[config.mk]
export PLATFORM = sky130hd
export DESIGN_NAME = sclk_edge_counter
export DESIGN_NICKNAME = d
export VERILOG_FILES = /design/src/rtl/sec_pkg.sv /design/src/rtl/sec_pin_sync.sv /design/src/rtl/sec_src_sel.sv /design/src/rtl/sec_count_core.sv /design/src/rtl/sclk_edge_counter.sv
export SDC_FILE = /design/constraint.sdc
export NUM_CORES = 1
export LEC_CHECK = 0
export ABC_AREA = 1
export ABC_CLOCK_PERIOD_IN_PS = 1300
export BUFFER_PORTS_ARGS = -buffer_cell sky130_fd_sc_hd__buf_4
export CORE_ASPECT_RATIO = 0.75
export CORE_MARGIN = 3
export CORE_UTILIZATION = 28
export CTS_BUF_LIST = sky130_fd_sc_hd__clkbuf_2 sky130_fd_sc_hd__clkbuf_4 sky130_fd_sc_hd__clkbuf_8
export CTS_CLUSTER_DIAMETER = 40
export DETAILED_ROUTE_END_ITERATION = 8
export SLEW_MARGIN = 0
export SYNTH_ARGS = -nofsm -noshare
export SYNTH_HDL_FRONTEND = slang
export SYNTH_SLANG_ARGS = --single-unit
[constraint.sdc]
create_clock -name clk -period 1.3 [get_ports clk]
set_input_delay 0.26 -clock clk [delete_from_list [all_inputs] [get_ports clk]]
set_output_delay 0.26 -clock clk [all_outputs]
set_load 0.005 [all_outputs]
[src/rtl/sec_pkg.sv]
package sec_pkg;
   typedef enum logic [1:0] {
      SRC_OFF   = 2'b00,
      SRC_TIMER = 2'b01,
      SRC_PIN   = 2'b10,
      SRC_RSVD  = 2'b11
   } src_e;
endpackage

[src/rtl/sec_pin_sync.sv]
// Synchronizes the asynchronous pin and flags any transition (both polarities).
module sec_pin_sync #(
   parameter int STAGES = 2
) (
   input  logic clk,
   input  logic rst_n,
   input  logic pin_i,
   output logic edge_o
);
   localparam int LAST = STAGES;

   // chain[0..STAGES-1]: synchronizer, chain[STAGES]: previous synchronized sample
   logic [LAST:0] chain;

   generate
      if (STAGES < 2) begin : g_bad_stages
         $error("sec_pin_sync: STAGES must be at least 2");
      end
   endgenerate

   always_ff @(posedge clk) begin
      if (!rst_n) chain <= '0;
      else        chain <= {chain[LAST-1:0], pin_i};
   end

   assign edge_o = chain[LAST-1] ^ chain[LAST];
endmodule

[src/rtl/sec_src_sel.sv]
// Turns the selected count source and the software strobe into one advance request.
module sec_src_sel
   import sec_pkg::*;
#(
   parameter bit TIMER_SRC_EN = 1'b1
) (
   input  logic [1:0] src_sel,
   input  logic       pin_edge,
   input  logic       timer_tick,
   input  logic       strobe,
   output logic       adv
);
   src_e src;
   logic timer_ev;
   logic pin_ev;

   assign src    = src_e'(src_sel);
   assign pin_ev = (src == SRC_PIN) && pin_edge;

   generate
      if (TIMER_SRC_EN) begin : g_timer
         assign timer_ev = (src == SRC_TIMER) && timer_tick;
      end else begin : g_no_timer
         assign timer_ev = 1'b0;
      end
   endgenerate

   // Coincident requests merge into a single step.
   assign adv = strobe | pin_ev | timer_ev;
endmodule

[src/rtl/sec_count_core.sv]
// Counter register, wrap detection, sticky flag and interrupt enable.
module sec_count_core #(
   parameter int W = 4
) (
   input  logic         clk,
   input  logic         rst_n,
   input  logic         adv,
   input  logic         load_en,
   input  logic [W-1:0] load_val,
   input  logic         flag_clr,
   input  logic         ie_wr,
   input  logic         ie_val,
   output logic [W-1:0] cnt,
   output logic         flag,
   output logic         ie,
   output logic         carry
);
   localparam logic [W-1:0] CNT_MAX = {W{1'b1}};
   localparam logic [W-1:0] CNT_ONE = {{(W-1){1'b0}}, 1'b1};

   logic wrap;

   assign wrap = adv && !load_en && (cnt == CNT_MAX);

   always_ff @(posedge clk) begin
      if (!rst_n) begin
         cnt   <= '0;
         flag  <= 1'b0;
         ie    <= 1'b0;
         carry <= 1'b0;
      end else begin
         if (load_en)  cnt <= load_val;
         else if (adv) cnt <= cnt + CNT_ONE;
         carry <= wrap;
         if (wrap)          flag <= 1'b1;
         else if (flag_clr) flag <= 1'b0;
         if (ie_wr) ie <= ie_val;
      end
   end
endmodule

[src/rtl/sclk_edge_counter.sv]
module sclk_edge_counter #(
   parameter int CNT_W        = 4,
   parameter int SYNC_STAGES  = 2,
   parameter bit TIMER_SRC_EN = 1'b1
) (
   input  logic             clk,
   input  logic             rst_n,
   input  logic             ext_clk_pin,
   input  logic             strobe,
   input  logic             timer_tick,
   input  logic [1:0]       src_sel,
   input  logic             load_en,
   input  logic [CNT_W-1:0] load_val,
   input  logic             ie_wr,
   input  logic             ie_val,
   input  logic             flag_clr,
   output logic [CNT_W-1:0] count,
   output logic             ovf_flag,
   output logic             irq,
   output logic             carry
);
   generate
      if (CNT_W < 2) begin : g_bad_width
         $error("sclk_edge_counter: CNT_W must be at least 2");
      end
   endgenerate

   logic pin_edge;
   logic adv;
   logic ie;

   sec_pin_sync #(.STAGES(SYNC_STAGES)) u_sync (
      .clk    (clk),
      .rst_n  (rst_n),
      .pin_i  (ext_clk_pin),
      .edge_o (pin_edge)
   );

   sec_src_sel #(.TIMER_SRC_EN(TIMER_SRC_EN)) u_sel (
      .src_sel    (src_sel),
      .pin_edge   (pin_edge),
      .timer_tick (timer_tick),
      .strobe     (strobe),
      .adv        (adv)
   );

   sec_count_core #(.W(CNT_W)) u_core (
      .clk      (clk),
      .rst_n    (rst_n),
      .adv      (adv),
      .load_en  (load_en),
      .load_val (load_val),
      .flag_clr (flag_clr),
      .ie_wr    (ie_wr),
      .ie_val   (ie_val),
      .cnt      (count),
      .flag     (ovf_flag),
      .ie       (ie),
      .carry    (carry)
   );

   assign irq = ovf_flag & ie;
endmodule

[Yosys cells after proc, flatten, opt, wreduce, memory -nomap -nowiden]
Cells that the tools add are included.
W data, S select, Z words.
Word-level totals
  output and inout bits: 7
  memories kept: 0
  memory bits (writable): 0
  word-level logic and storage cells: 24
  ROM bits: 0
  latch bits: 0
  bits in registers: 10
Cells by class
  divide/modulo/power cells: 0
  eq/ne operators: 3
  shift operators: 0
  $add $sub $neg: 1
  bitwise gates (word level): 4
  $lt $le $gt $ge: 0
  multiply operators: 0
  reduce and logical (&&, ||, !) cells: 7
  muxes and demuxes: 4
Operator list (count)
  $mux W4: 2
  $add A4 B1 Y4 const B: 1
  $eq A4 B4 Y1 const B: 1
  $logic_and A1 B1 Y1: 4
  $reduce_bool A2 Y1: 2
  $eq A2 B1 Y1 const B: 1
  $eq A2 B2 Y1 const B: 1
  $mux W1: 2
  $or A1 B1 Y1: 2
  $and A1 B1 Y1: 1
  $logic_not A1 Y1: 1
  $xor A1 B1 Y1: 1

[Logic depth before layout (Yosys ltp)]
Gate-level depths: netlist of run 1.
  depth after elaboration: 7
  depth in mapped cells: 8
  mapped depth without buffers: 8

[By module]
Synthesis of run 1 repeated with hierarchy kept, for this count alone.
Second synthesis, totals
  cell total of the unflattened synthesis: 66
  area total of the unflattened synthesis: 457.9 sq um
Modules (own cells, without submodules)
  sec_count_core: instances 1, area each 322.8 sq um, cells an instance 44
  sec_pin_sync: instances 1, area each 101.3 sq um, cells an instance 14
  sec_src_sel: instances 1, area each 26.3 sq um, cells an instance 6
  sclk_edge_counter: instances 1, area each 7.5 sq um, cells an instance 2

[Least setup slack after synthesis of run 1]
OpenSTA, ideal clock, no wires.
  path type: register to register
  start: reg u_core.cnt[0]
  end: reg u_core.cnt[2]
  data arrival time: 0.947 ns
  cell stages (with the launch flop): 6
  buffers on the path: 0
  period minus slack after synthesis: 1.013 ns
  setup slack: 0.287 ns
  path through: dfxtp_1 > ha_1 > xnor2_1 > o21ai_2 > nand2_1 > a21oi_2
Between the ends
  longest elaborated chain between the ends: 3
RTL lines
  start: declaration: RTL line sec_count_core.sv:13  | output logic [W-1:0] cnt,
  start signal: assignment: RTL line sec_count_core.sv:32  | if (load_en) cnt <= load_val;
  start signal: assignment: RTL line sec_count_core.sv:33  | else if (adv) cnt <= cnt + CNT_ONE;
  $add A4 B1 Y4: RTL line sec_count_core.sv:33
  $mux W4: RTL line sec_count_core.sv:33
  $mux W4: RTL line sec_count_core.sv:32
No other way between the ends. The select of a mux whose other input is x is not followed.
A chain may end at the register's enable or synchronous reset.

[Final worst setup path of run 1]
  start: reg u_core.cnt[2]
  end: out count[2]
RTL lines
  end: declaration: RTL line sclk_edge_counter.sv:17  | output logic [CNT_W-1:0] count,
No word-level cell between the ends.

==> impl_metrics.env, run 1 <==
export IMPL_grt_max_degree=9
export IMPL_ctsHtreeMaxLevel=1
export IMPL_drv_cap=0
export IMPL_fp_dieH_um=43.2
export IMPL_wl_mm=1.18
export IMPL_clockRootBuffer="clkbuf_4"
export IMPL_clk_latency_ns=0.26
export IMPL_final_nets=112
export IMPL_overflow=0
export IMPL_start_util_pct=32.2
export IMPL_seqCellArea_um2=200
export IMPL_min_period_ns=1.11
export IMPL_worstMarginPinSlew_ns=0.220
export IMPL_hp_class="input port to flip-flop"
export IMPL_ant_nets=0
export IMPL_yosysWarnings=0
export IMPL_clock_path_buffers=2
export IMPL_total_power_uw=743
export IMPL_cp_num_buf_inv=1
export IMPL_p_per_area_mw_per_mm2=1020
export IMPL_drtIter0Drc=7
export IMPL_die_w_um=55.6
export IMPL_required_ns=1.04
export IMPL_drt_first_pass_iters=4
export IMPL_r2r_end="u_core.cnt[2]"
export IMPL_endpoint_kind="output port"
export IMPL_power_frac_clock_pct=37.7
export IMPL_arrival_ns=0.85
export IMPL_io_buffers=21
export IMPL_p_int_uw=557
export IMPL_synth_cell_types=18
export IMPL_drc=0
export IMPL_drv_slew=0
export IMPL_cts_tree="yes"
export IMPL_path_class="flip-flop to output port"
export IMPL_multiInputGateArea_um2=263
export IMPL_reg2reg_from="u_core.cnt[0]"
export IMPL_syn_to_final_growth_pct=41.6
export IMPL_hold_ws_ns=0.171
export IMPL_placementRows=12
export IMPL_relSlewSlack_pct=85.3
export IMPL_wl_per_cell_um=10.2
export IMPL_pin_count=22
export IMPL_layout_drive_gt1_share_pct=33.7
export IMPL_numCtsBuffers=3
export IMPL_dp_hpwl_um=920
export IMPL_n_fill_cell=177
export IMPL_synthArstFlopShare_pct=0
export IMPL_crit_slowest_cell="dfxtp_1"
export IMPL_holdPathEnd="u_core.ie"
export IMPL_ys_seq_area_share_pct=38.7
export IMPL_power_leakage_uw=0.000379
export IMPL_pwr_share_seq_pct=45.6
export IMPL_syn_area_um2=517
export IMPL_viasPerCell=4.47
export IMPL_max_freq_mhz=897
export IMPL_ys_ff_latch=10
export IMPL_syn_inst=71
export IMPL_grt_usage_pct=10.9
export IMPL_cts_num_sinks=10
export IMPL_dieArea_mm2=0.00240
export IMPL_synth_edff_count=0
export IMPL_cts_setup_buffers=0
export IMPL_grt_pass1_vias=476
export IMPL_pwr_share_comb_pct=16.7
export IMPL_ys_flop_type="dfxtp_1"
export IMPL_cp_max_fo=6
export IMPL_rrSetupSlack_ns=0.24
export IMPL_vdd_ir_drop_max_uv=671
export IMPL_final_setup_viol_count=0
export IMPL_finalCritPeriodShare_pct=85.8
export IMPL_core_area_mm2=0.00161
export IMPL_worst_slack_ns=0.185
export IMPL_final_cell_area_um2=732
export IMPL_hold_buffers=0
export IMPL_swShare_pct=25.0
export IMPL_path_cells="buf_4"
export IMPL_min_from="ie_wr"
export IMPL_cts_resized=0
export IMPL_syn_nets=87
export IMPL_place_area_um2=696
export IMPL_r2r_cells=5
export IMPL_gpl_final_weighted_congestion=0.732
export IMPL_critPathMaxStageDelay_ns=0.44
export IMPL_cp_top_family="flip-flops"
export IMPL_tns_ns=0
export IMPL_diodes=0
export IMPL_rsz0062_at_grt="no"
export IMPL_finalHoldViolations=0
export IMPL_vias=519
export IMPL_startpoint_type="flip-flop"
export IMPL_avgSynthCellArea_um2=7.28
export IMPL_whs_path_depth=2
export IMPL_status="completed"
export IMPL_antenna_found_initial=0
export IMPL_cts_clk_slew_worst_paths_ns=0.07
export IMPL_post_place_ws_ns=0.232
export IMPL_grt_pass1_wl_mm=2.01
export IMPL_switchingPower_uw=186
export IMPL_skew_ns=0.00204
[per-layer routing]
metal / track usage [%] / share of wire, % / vias up
met3: 6.99 / 12 / 0
met5: 0 / 0 / -
met4: 2.91 / 0 / 0
li1: - / - / 272
met2: 14.4 / 38 / 24
met1: 14.2 / 50 / 223
[area by class of cell]
cell class              instances  area share [%]
clock buffers                   4            4.96
inverters                      13            6.67
multi-input cells              47            35.9
flip-flops and latches         10            27.4
well taps                      21            3.59
repair buffers                 21            21.5
[placed cells by master (no fill, tap or decap), drive strengths merged]
cell type / instances
o21ai: 4
nand3b: 1
nand3: 5
xnor2: 1
dfxtp: 10
buf: 21
nor2: 4
inv: 13
nand2: 22
ha: 1
a21oi: 4
nand4: 5
clkbuf: 4
[cells in the mapped netlist, types with 2 or more instances]
cell type  count  area share [%]
nand3_4        2             6.8
a21oi_1        3             2.9
inv_1         11             8.0
dfxtp_1       10              39
o21ai_0        2             1.9
nand2_1       22              16
nand3_1        3             2.9
inv_2          2             1.5
nand4_1        5             6.1
nor2_1         3             2.2
[through the flow]
step                      cells  util [%]
after floorplan              71         -
after global placement      112      43.3
after detailed placement    112      43.3
after CTS                   116      45.6
after global routing        116      45.6
final                       116      45.6
[power by group through the flow]
stage               clock (µW)  combinational, µW  sequential, µW
global route               305                141             341
CTS                        292                125             338
global placement             0                124             345
finish                     280                124             339
detailed placement           0                125             346
floorplan                    0               63.8             343
[flip-flops by register name, summed over array words and instances (netlist names)]
register,count
u_core.flag,1
u_core.ie,1
u_core.carry,1
u_sync.chain,3
u_core.cnt,4
[how the worst max path moves through the flow]
stage / from / endpoint / slack [ns] / cells after the start
after global routing: u_core.cnt[2] / count[2] / 0.12 / 1
after detailed placement: src_sel[1] / u_core.cnt[1] / 0.23 / 9
final: u_core.cnt[2] / count[2] / 0.19 / 1
after floorplan: u_core.cnt[0] / u_core.cnt[2] / 0.29 / 5
after CTS: u_core.cnt[2] / count[2] / 0.17 / 1
after global placement: src_sel[1] / u_core.cnt[1] / 0.25 / 9
[logic make-up (layout without fill, tap and decap cells)]
family          count (synthesis)  after routing  share of synthesized area (%)
compound gates                  8              8                           9.20
xor+xnor                        1              1                           1.70
fa+ha+maj                       1              1                           2.42
buf+inv                        14             38                           10.4
flops                          10             10                           38.7
simple gates                   37             37                           37.5
No activity file was read; power rests on OpenSTA's default activity.
==> run 2, diff against run 1 <==
--- a/config.mk
+++ b/config.mk
@@ -8,13 +8,16 @@
 export ABC_AREA = 1
 export ABC_CLOCK_PERIOD_IN_PS = 1300
 export BUFFER_PORTS_ARGS = -buffer_cell sky130_fd_sc_hd__buf_4
+export CELL_PAD_IN_SITES_DETAIL_PLACEMENT = 0
+export CELL_PAD_IN_SITES_GLOBAL_PLACEMENT = 2
 export CORE_ASPECT_RATIO = 0.75
 export CORE_MARGIN = 3
-export CORE_UTILIZATION = 28
+export CORE_UTILIZATION = 25
 export CTS_BUF_LIST = sky130_fd_sc_hd__clkbuf_2 sky130_fd_sc_hd__clkbuf_4 sky130_fd_sc_hd__clkbuf_8
 export CTS_CLUSTER_DIAMETER = 40
 export DETAILED_ROUTE_END_ITERATION = 8
-export SLEW_MARGIN = 0
+export PLACE_DENSITY_LB_ADDON = 0.1
+export SLEW_MARGIN = 5
 export SYNTH_ARGS = -nofsm -noshare
 export SYNTH_HDL_FRONTEND = slang
 export SYNTH_SLANG_ARGS = --single-unit
==> run 2 against run 1 <==
Net effect:
- via count rose by 0.19%
- power fell by 0.32%
- hold slack barely moved
- clock power barely moved
- die area rose by 10%
- combinational power barely moved
- maximum frequency fell by 1.3%
- first-iteration DRC count rose to 3.1 times the previous value
- worst setup slack got worse by 0.015 ns
- sequential power barely moved
- critical endpoint unchanged
- highest routed layer unchanged
==> impl_metrics.env, run 2 (synthesized netlist as in run 1, its figures left out) <==
export IMPL_gpl_final_weighted_congestion=0.735
export IMPL_whs_path_depth=2
export IMPL_cts_num_sinks=10
export IMPL_endpoint_kind="output port"
export IMPL_final_setup_viol_count=0
export IMPL_io_buffers=21
export IMPL_tns_ns=0
export IMPL_pin_count=22
export IMPL_holdPathEnd="u_core.ie"
export IMPL_drt_first_pass_iters=4
export IMPL_cp_top_family="flip-flops"
export IMPL_hold_ws_ns=0.171
export IMPL_skew_ns=0.000759
export IMPL_reg2reg_from="u_core.cnt[0]"
export IMPL_finalCritPeriodShare_pct=86.9
export IMPL_pwr_share_seq_pct=45.9
export IMPL_grt_max_degree=9
export IMPL_min_from="ie_wr"
export IMPL_diodes=0
export IMPL_grt_usage_pct=9.61
export IMPL_arrival_ns=0.87
export IMPL_drv_cap=0
export IMPL_r2r_cells=5
export IMPL_power_leakage_uw=0.000379
export IMPL_cts_tree="yes"
export IMPL_viasPerCell=4.44
export IMPL_critPathMaxStageDelay_ns=0.45
export IMPL_startpoint_type="flip-flop"
export IMPL_start_util_pct=28.1
export IMPL_wl_mm=1.14
export IMPL_mostFrequentLayoutCell="nand2_1"
export IMPL_p_per_area_mw_per_mm2=1010
export IMPL_vdd_ir_drop_max_uv=646
export IMPL_required_ns=1.04
export IMPL_p_int_uw=557
export IMPL_status="completed"
export IMPL_rrSetupSlack_ns=0.18
export IMPL_die_w_um=58.5
export IMPL_crit_slowest_cell="dfxtp_1"
export IMPL_r2r_end="u_core.cnt[2]"
export IMPL_drc=0
export IMPL_numCtsBuffers=3
export IMPL_swShare_pct=24.8
export IMPL_largest_reg_flops=4
export IMPL_ctsHtreeMaxLevel=1
export IMPL_placementRows=13
export IMPL_cp_num_buf_inv=1
export IMPL_finalHoldViolations=0
export IMPL_dieArea_mm2=0.00265
export IMPL_final_nets=112
export IMPL_clock_path_buffers=2
export IMPL_cts_resized=0
export IMPL_cts_setup_buffers=0
export IMPL_layout_drive_gt1_share_pct=33.7
export IMPL_layout_common_cells="22 x nand2_1, 21 x buf_4, 11 x inv_1"
export IMPL_fin_util_pct=39.9
export IMPL_clockRootBuffer="clkbuf_4"
export IMPL_cp_max_fo=6
export IMPL_relSlewSlack_pct=84.2
export IMPL_fp_dieH_um=45.4
export IMPL_hp_class="input port to flip-flop"
export IMPL_path_cells="buf_4"
export IMPL_dp_hpwl_um=895
export IMPL_hold_buffers=0
export IMPL_antenna_found_initial=0
export IMPL_regMostFlops="u_core.cnt"
export IMPL_clk_latency_ns=0.26
export IMPL_largest_registers="u_core.cnt (4), u_sync.chain (3)"
export IMPL_overflow=0
export IMPL_ant_nets=0
export IMPL_total_power_uw=741
export IMPL_drv_slew=0
export IMPL_cts_clk_slew_worst_paths_ns=0.07
export IMPL_worstMarginPinSlew_ns=0.236
export IMPL_grt_pass1_vias=426
export IMPL_pwr_share_comb_pct=16.6
export IMPL_drtIter0Drc=22
export IMPL_core_area_mm2=0.00184
export IMPL_path_class="flip-flop to output port"
export IMPL_syn_to_final_growth_pct=41.9
export IMPL_power_frac_clock_pct=37.4
export IMPL_rsz0062_at_grt="no"
export IMPL_grt_pass1_wl_mm=1.89
export IMPL_vias=520
export IMPL_max_freq_mhz=885
export IMPL_wl_per_cell_um=9.70
export IMPL_min_period_ns=1.13
export IMPL_switchingPower_uw=184
[run 2: worst max path at each step]
stage / start / to / depth (start not counted)
2_1_floorplan: u_core.cnt[0] / u_core.cnt[2] / 5
3_3_place_gp: u_core.cnt[0] / u_core.cnt[2] / 5
3_5_place_dp: u_core.cnt[0] / u_core.cnt[2] / 5
4_1_cts: u_core.cnt[2] / count[2] / 1
5_1_grt: u_core.cnt[2] / count[2] / 1
6_report: u_core.cnt[2] / count[2] / 1
[run 2: per-stage QoR]
| step | area (µm²) | setup slack, ns | instances |
|---|---|---|---|
| 3_5_place_dp | 697 | 0.211 | 113 |
| 4_1_cts | 733 | 0.161 | 117 |
| 3_3_place_gp | 697 | 0.201 | 113 |
| 5_1_grt | 733 | 0.0950 | 117 |
| 6_report | 733 | 0.170 | 117 |
| 2_1_floorplan | 517 | 0.287 | 71 |
[run 2: worst reg2reg max path: stages, from the launching register on]
cell     delay (ns)
dfxtp_1        0.37
ha_1           0.25
xnor2_1        0.14
o21ai_2        0.11
nand2_1        0.07
a21oi_2        0.11
[run 2: metal layers]
metal  vias up  GRT usage, %  part of all wire [%]
li1        277             -                     -
met1       223          12.8                    49
met2        20          13.4                    40
met3         0          5.95                    10
met4         0          1.39                     0
met5         -             0                     0
[run 2: final cells by class]
type,instances,area (µm²)
clock buffers,4,36.3
fillers,187,1100
inverters,13,48.8
multi-input cells,47,263
flip-flops and latches,10,200
well taps,22,27.5
repair buffers,21,158
[run 2: power groups by stage]
stage                     clock network, µW  logic (µW)  registers (µW)
after floorplan                           0        63.8             343
final                                   277         123             340
after global placement                    0         125             348
after CTS                               289         125             340
after global routing                    310         139             344
after detailed placement                  0         124             347
==> run 3, diff against run 2 <==
--- a/config.mk
+++ b/config.mk
@@ -17,6 +17,7 @@
 export CTS_CLUSTER_DIAMETER = 40
 export DETAILED_ROUTE_END_ITERATION = 8
 export PLACE_DENSITY_LB_ADDON = 0.1
+export REMOVE_ABC_BUFFERS = 1
 export SLEW_MARGIN = 5
 export SYNTH_ARGS = -nofsm -noshare
 export SYNTH_HDL_FRONTEND = slang
==> run 3 against run 2 <==
Net effect:
- die area did not move
- largest cell class unchanged
- via count fell by 5.6%
- first-iteration DRC count fell by 45%
- critical path type is now flip-flop to flip-flop
- sequential power barely moved
- sequential share of layout area did not move
- largest power group unchanged
==> impl_metrics.env, run 3 (synthesized netlist as in run 1, its figures left out) <==
export IMPL_drv_cap=0
export IMPL_endpoint_kind="flip-flop"
export IMPL_cp_max_fo=6
export IMPL_mostFrequentLayoutCell="nand2_1"
export IMPL_finalHoldViolations=0
export IMPL_p_per_area_mw_per_mm2=1010
export IMPL_diodes=0
export IMPL_core_area_mm2=0.00184
export IMPL_grt_pass1_vias=456
export IMPL_skew_ns=0.00543
export IMPL_power_frac_clock_pct=37.3
export IMPL_clock_path_buffers=2
export IMPL_final_setup_viol_count=0
export IMPL_dieArea_mm2=0.00265
export IMPL_clk_latency_ns=0.26
export IMPL_largest_registers="u_core.cnt (4), u_sync.chain (3)"
export IMPL_cts_setup_buffers=0
export IMPL_final_nets=112
export IMPL_hold_buffers=0
export IMPL_grt_pass1_wl_mm=1.91
export IMPL_power_leakage_uw=0.000379
export IMPL_drv_slew=0
export IMPL_path_class="flip-flop to flip-flop"
export IMPL_rsz0062_at_grt="no"
export IMPL_syn_to_final_growth_pct=41.9
export IMPL_wl_mm=1.16
export IMPL_antenna_found_initial=0
export IMPL_pwr_share_comb_pct=16.7
export IMPL_relSlewSlack_pct=83.8
export IMPL_swShare_pct=24.7
export IMPL_dp_hpwl_um=872
export IMPL_wl_per_cell_um=9.95
export IMPL_vdd_ir_drop_max_uv=386
export IMPL_layout_drive_gt1_share_pct=33.7
export IMPL_clockRootBuffer="clkbuf_4"
export IMPL_cts_tree="yes"
export IMPL_drtIter0Drc=12
export IMPL_cts_clk_slew_worst_paths_ns=0.07
export IMPL_startpoint_type="flip-flop"
export IMPL_drt_first_pass_iters=3
export IMPL_ctsHtreeMaxLevel=1
export IMPL_reg2reg_from="u_core.cnt[0]"
export IMPL_viasPerCell=4.20
export IMPL_status="completed"
export IMPL_fin_util_pct=39.9
export IMPL_pin_count=22
export IMPL_finalCritPeriodShare_pct=88.7
export IMPL_cts_num_sinks=10
export IMPL_overflow=0
export IMPL_numCtsBuffers=3
export IMPL_vias=491
export IMPL_max_freq_mhz=867
export IMPL_min_period_ns=1.15
export IMPL_tns_ns=0
export IMPL_switchingPower_uw=183
export IMPL_grt_usage_pct=9.73
export IMPL_ant_nets=0
export IMPL_io_buffers=21
export IMPL_required_ns=1.49
export IMPL_worstMarginPinSlew_ns=0.242
export IMPL_p_int_uw=557
export IMPL_regMostFlops="u_core.cnt"
export IMPL_die_w_um=58.5
export IMPL_fp_dieH_um=45.4
export IMPL_total_power_uw=739
export IMPL_placementRows=13
export IMPL_cts_resized=0
export IMPL_grt_max_degree=9
export IMPL_layout_common_cells="22 x nand2_1, 21 x buf_4, 11 x inv_1"
export IMPL_arrival_ns=1.35
export IMPL_largest_reg_flops=4
export IMPL_drc=0
export IMPL_min_from="ie_wr"
export IMPL_gpl_final_weighted_congestion=0.721
export IMPL_hp_class="input port to flip-flop"
export IMPL_crit_start="u_core.cnt[0]"
export IMPL_pwr_share_seq_pct=46.0
export IMPL_start_util_pct=28.1
[run 3: per-layer routing]
layer  vias up  track usage (%)  part of all wire (%)
li1        273                -                     -
met1       207             13.4                    52
met2        11             13.6                    41
met3         0             2.55                   6.4
met4         0             5.56                     0
met5         -                0                     0
[run 3: layout make-up]
cell class / instances / area [µm²]
flip-flops and latches: 10 / 200
clock buffers: 4 / 36.3
fillers: 208 / 1100
well taps: 22 / 27.5
inverters: 13 / 48.8
repair buffers: 21 / 158
multi-input cells: 47 / 263
[run 3: power groups by stage]
stage / registers [µW] / logic (µW) / clock network, µW
after CTS: 340 / 124 / 291
final: 340 / 123 / 276
after global routing: 343 / 139 / 305
after global placement: 349 / 124 / 0
after detailed placement: 347 / 124 / 0
after floorplan: 343 / 60.6 / 0
[run 3: critical path, stage by stage (launching register included)]
cell,delay (ns)
dfxtp_1,0.38
ha_1,0.25
xnor2_1,0.15
o21ai_2,0.12
nand2_1,0.07
a21oi_2,0.11
[run 3: path summary, 6_finish.rpt]
path / endpoint / slack (ns) / depth (start not counted)
setup / recovery: u_core.cnt[2] / 0.15 / 5
hold reg to reg: u_sync.chain[1] / 0.41 / 2
hold / removal: u_core.ie / 0.18 / 2
setup reg to reg: u_core.cnt[2] / 0.15 / 5
[run 3: metrics by stage]
| step | hold WS (ns) | std cells | setup slack [ns] | instance area (µm²) |
|---|---|---|---|---|
| after floorplan | 0.353 | 70 | 0.287 | 512 |
| final | 0.177 | 117 | 0.146 | 733 |
| after global routing | 0.156 | 117 | 0.0811 | 733 |
| after CTS | 0.165 | 117 | 0.150 | 733 |
| after global placement | 0.399 | 113 | 0.162 | 697 |
| after detailed placement | 0.399 | 113 | 0.185 | 697 |
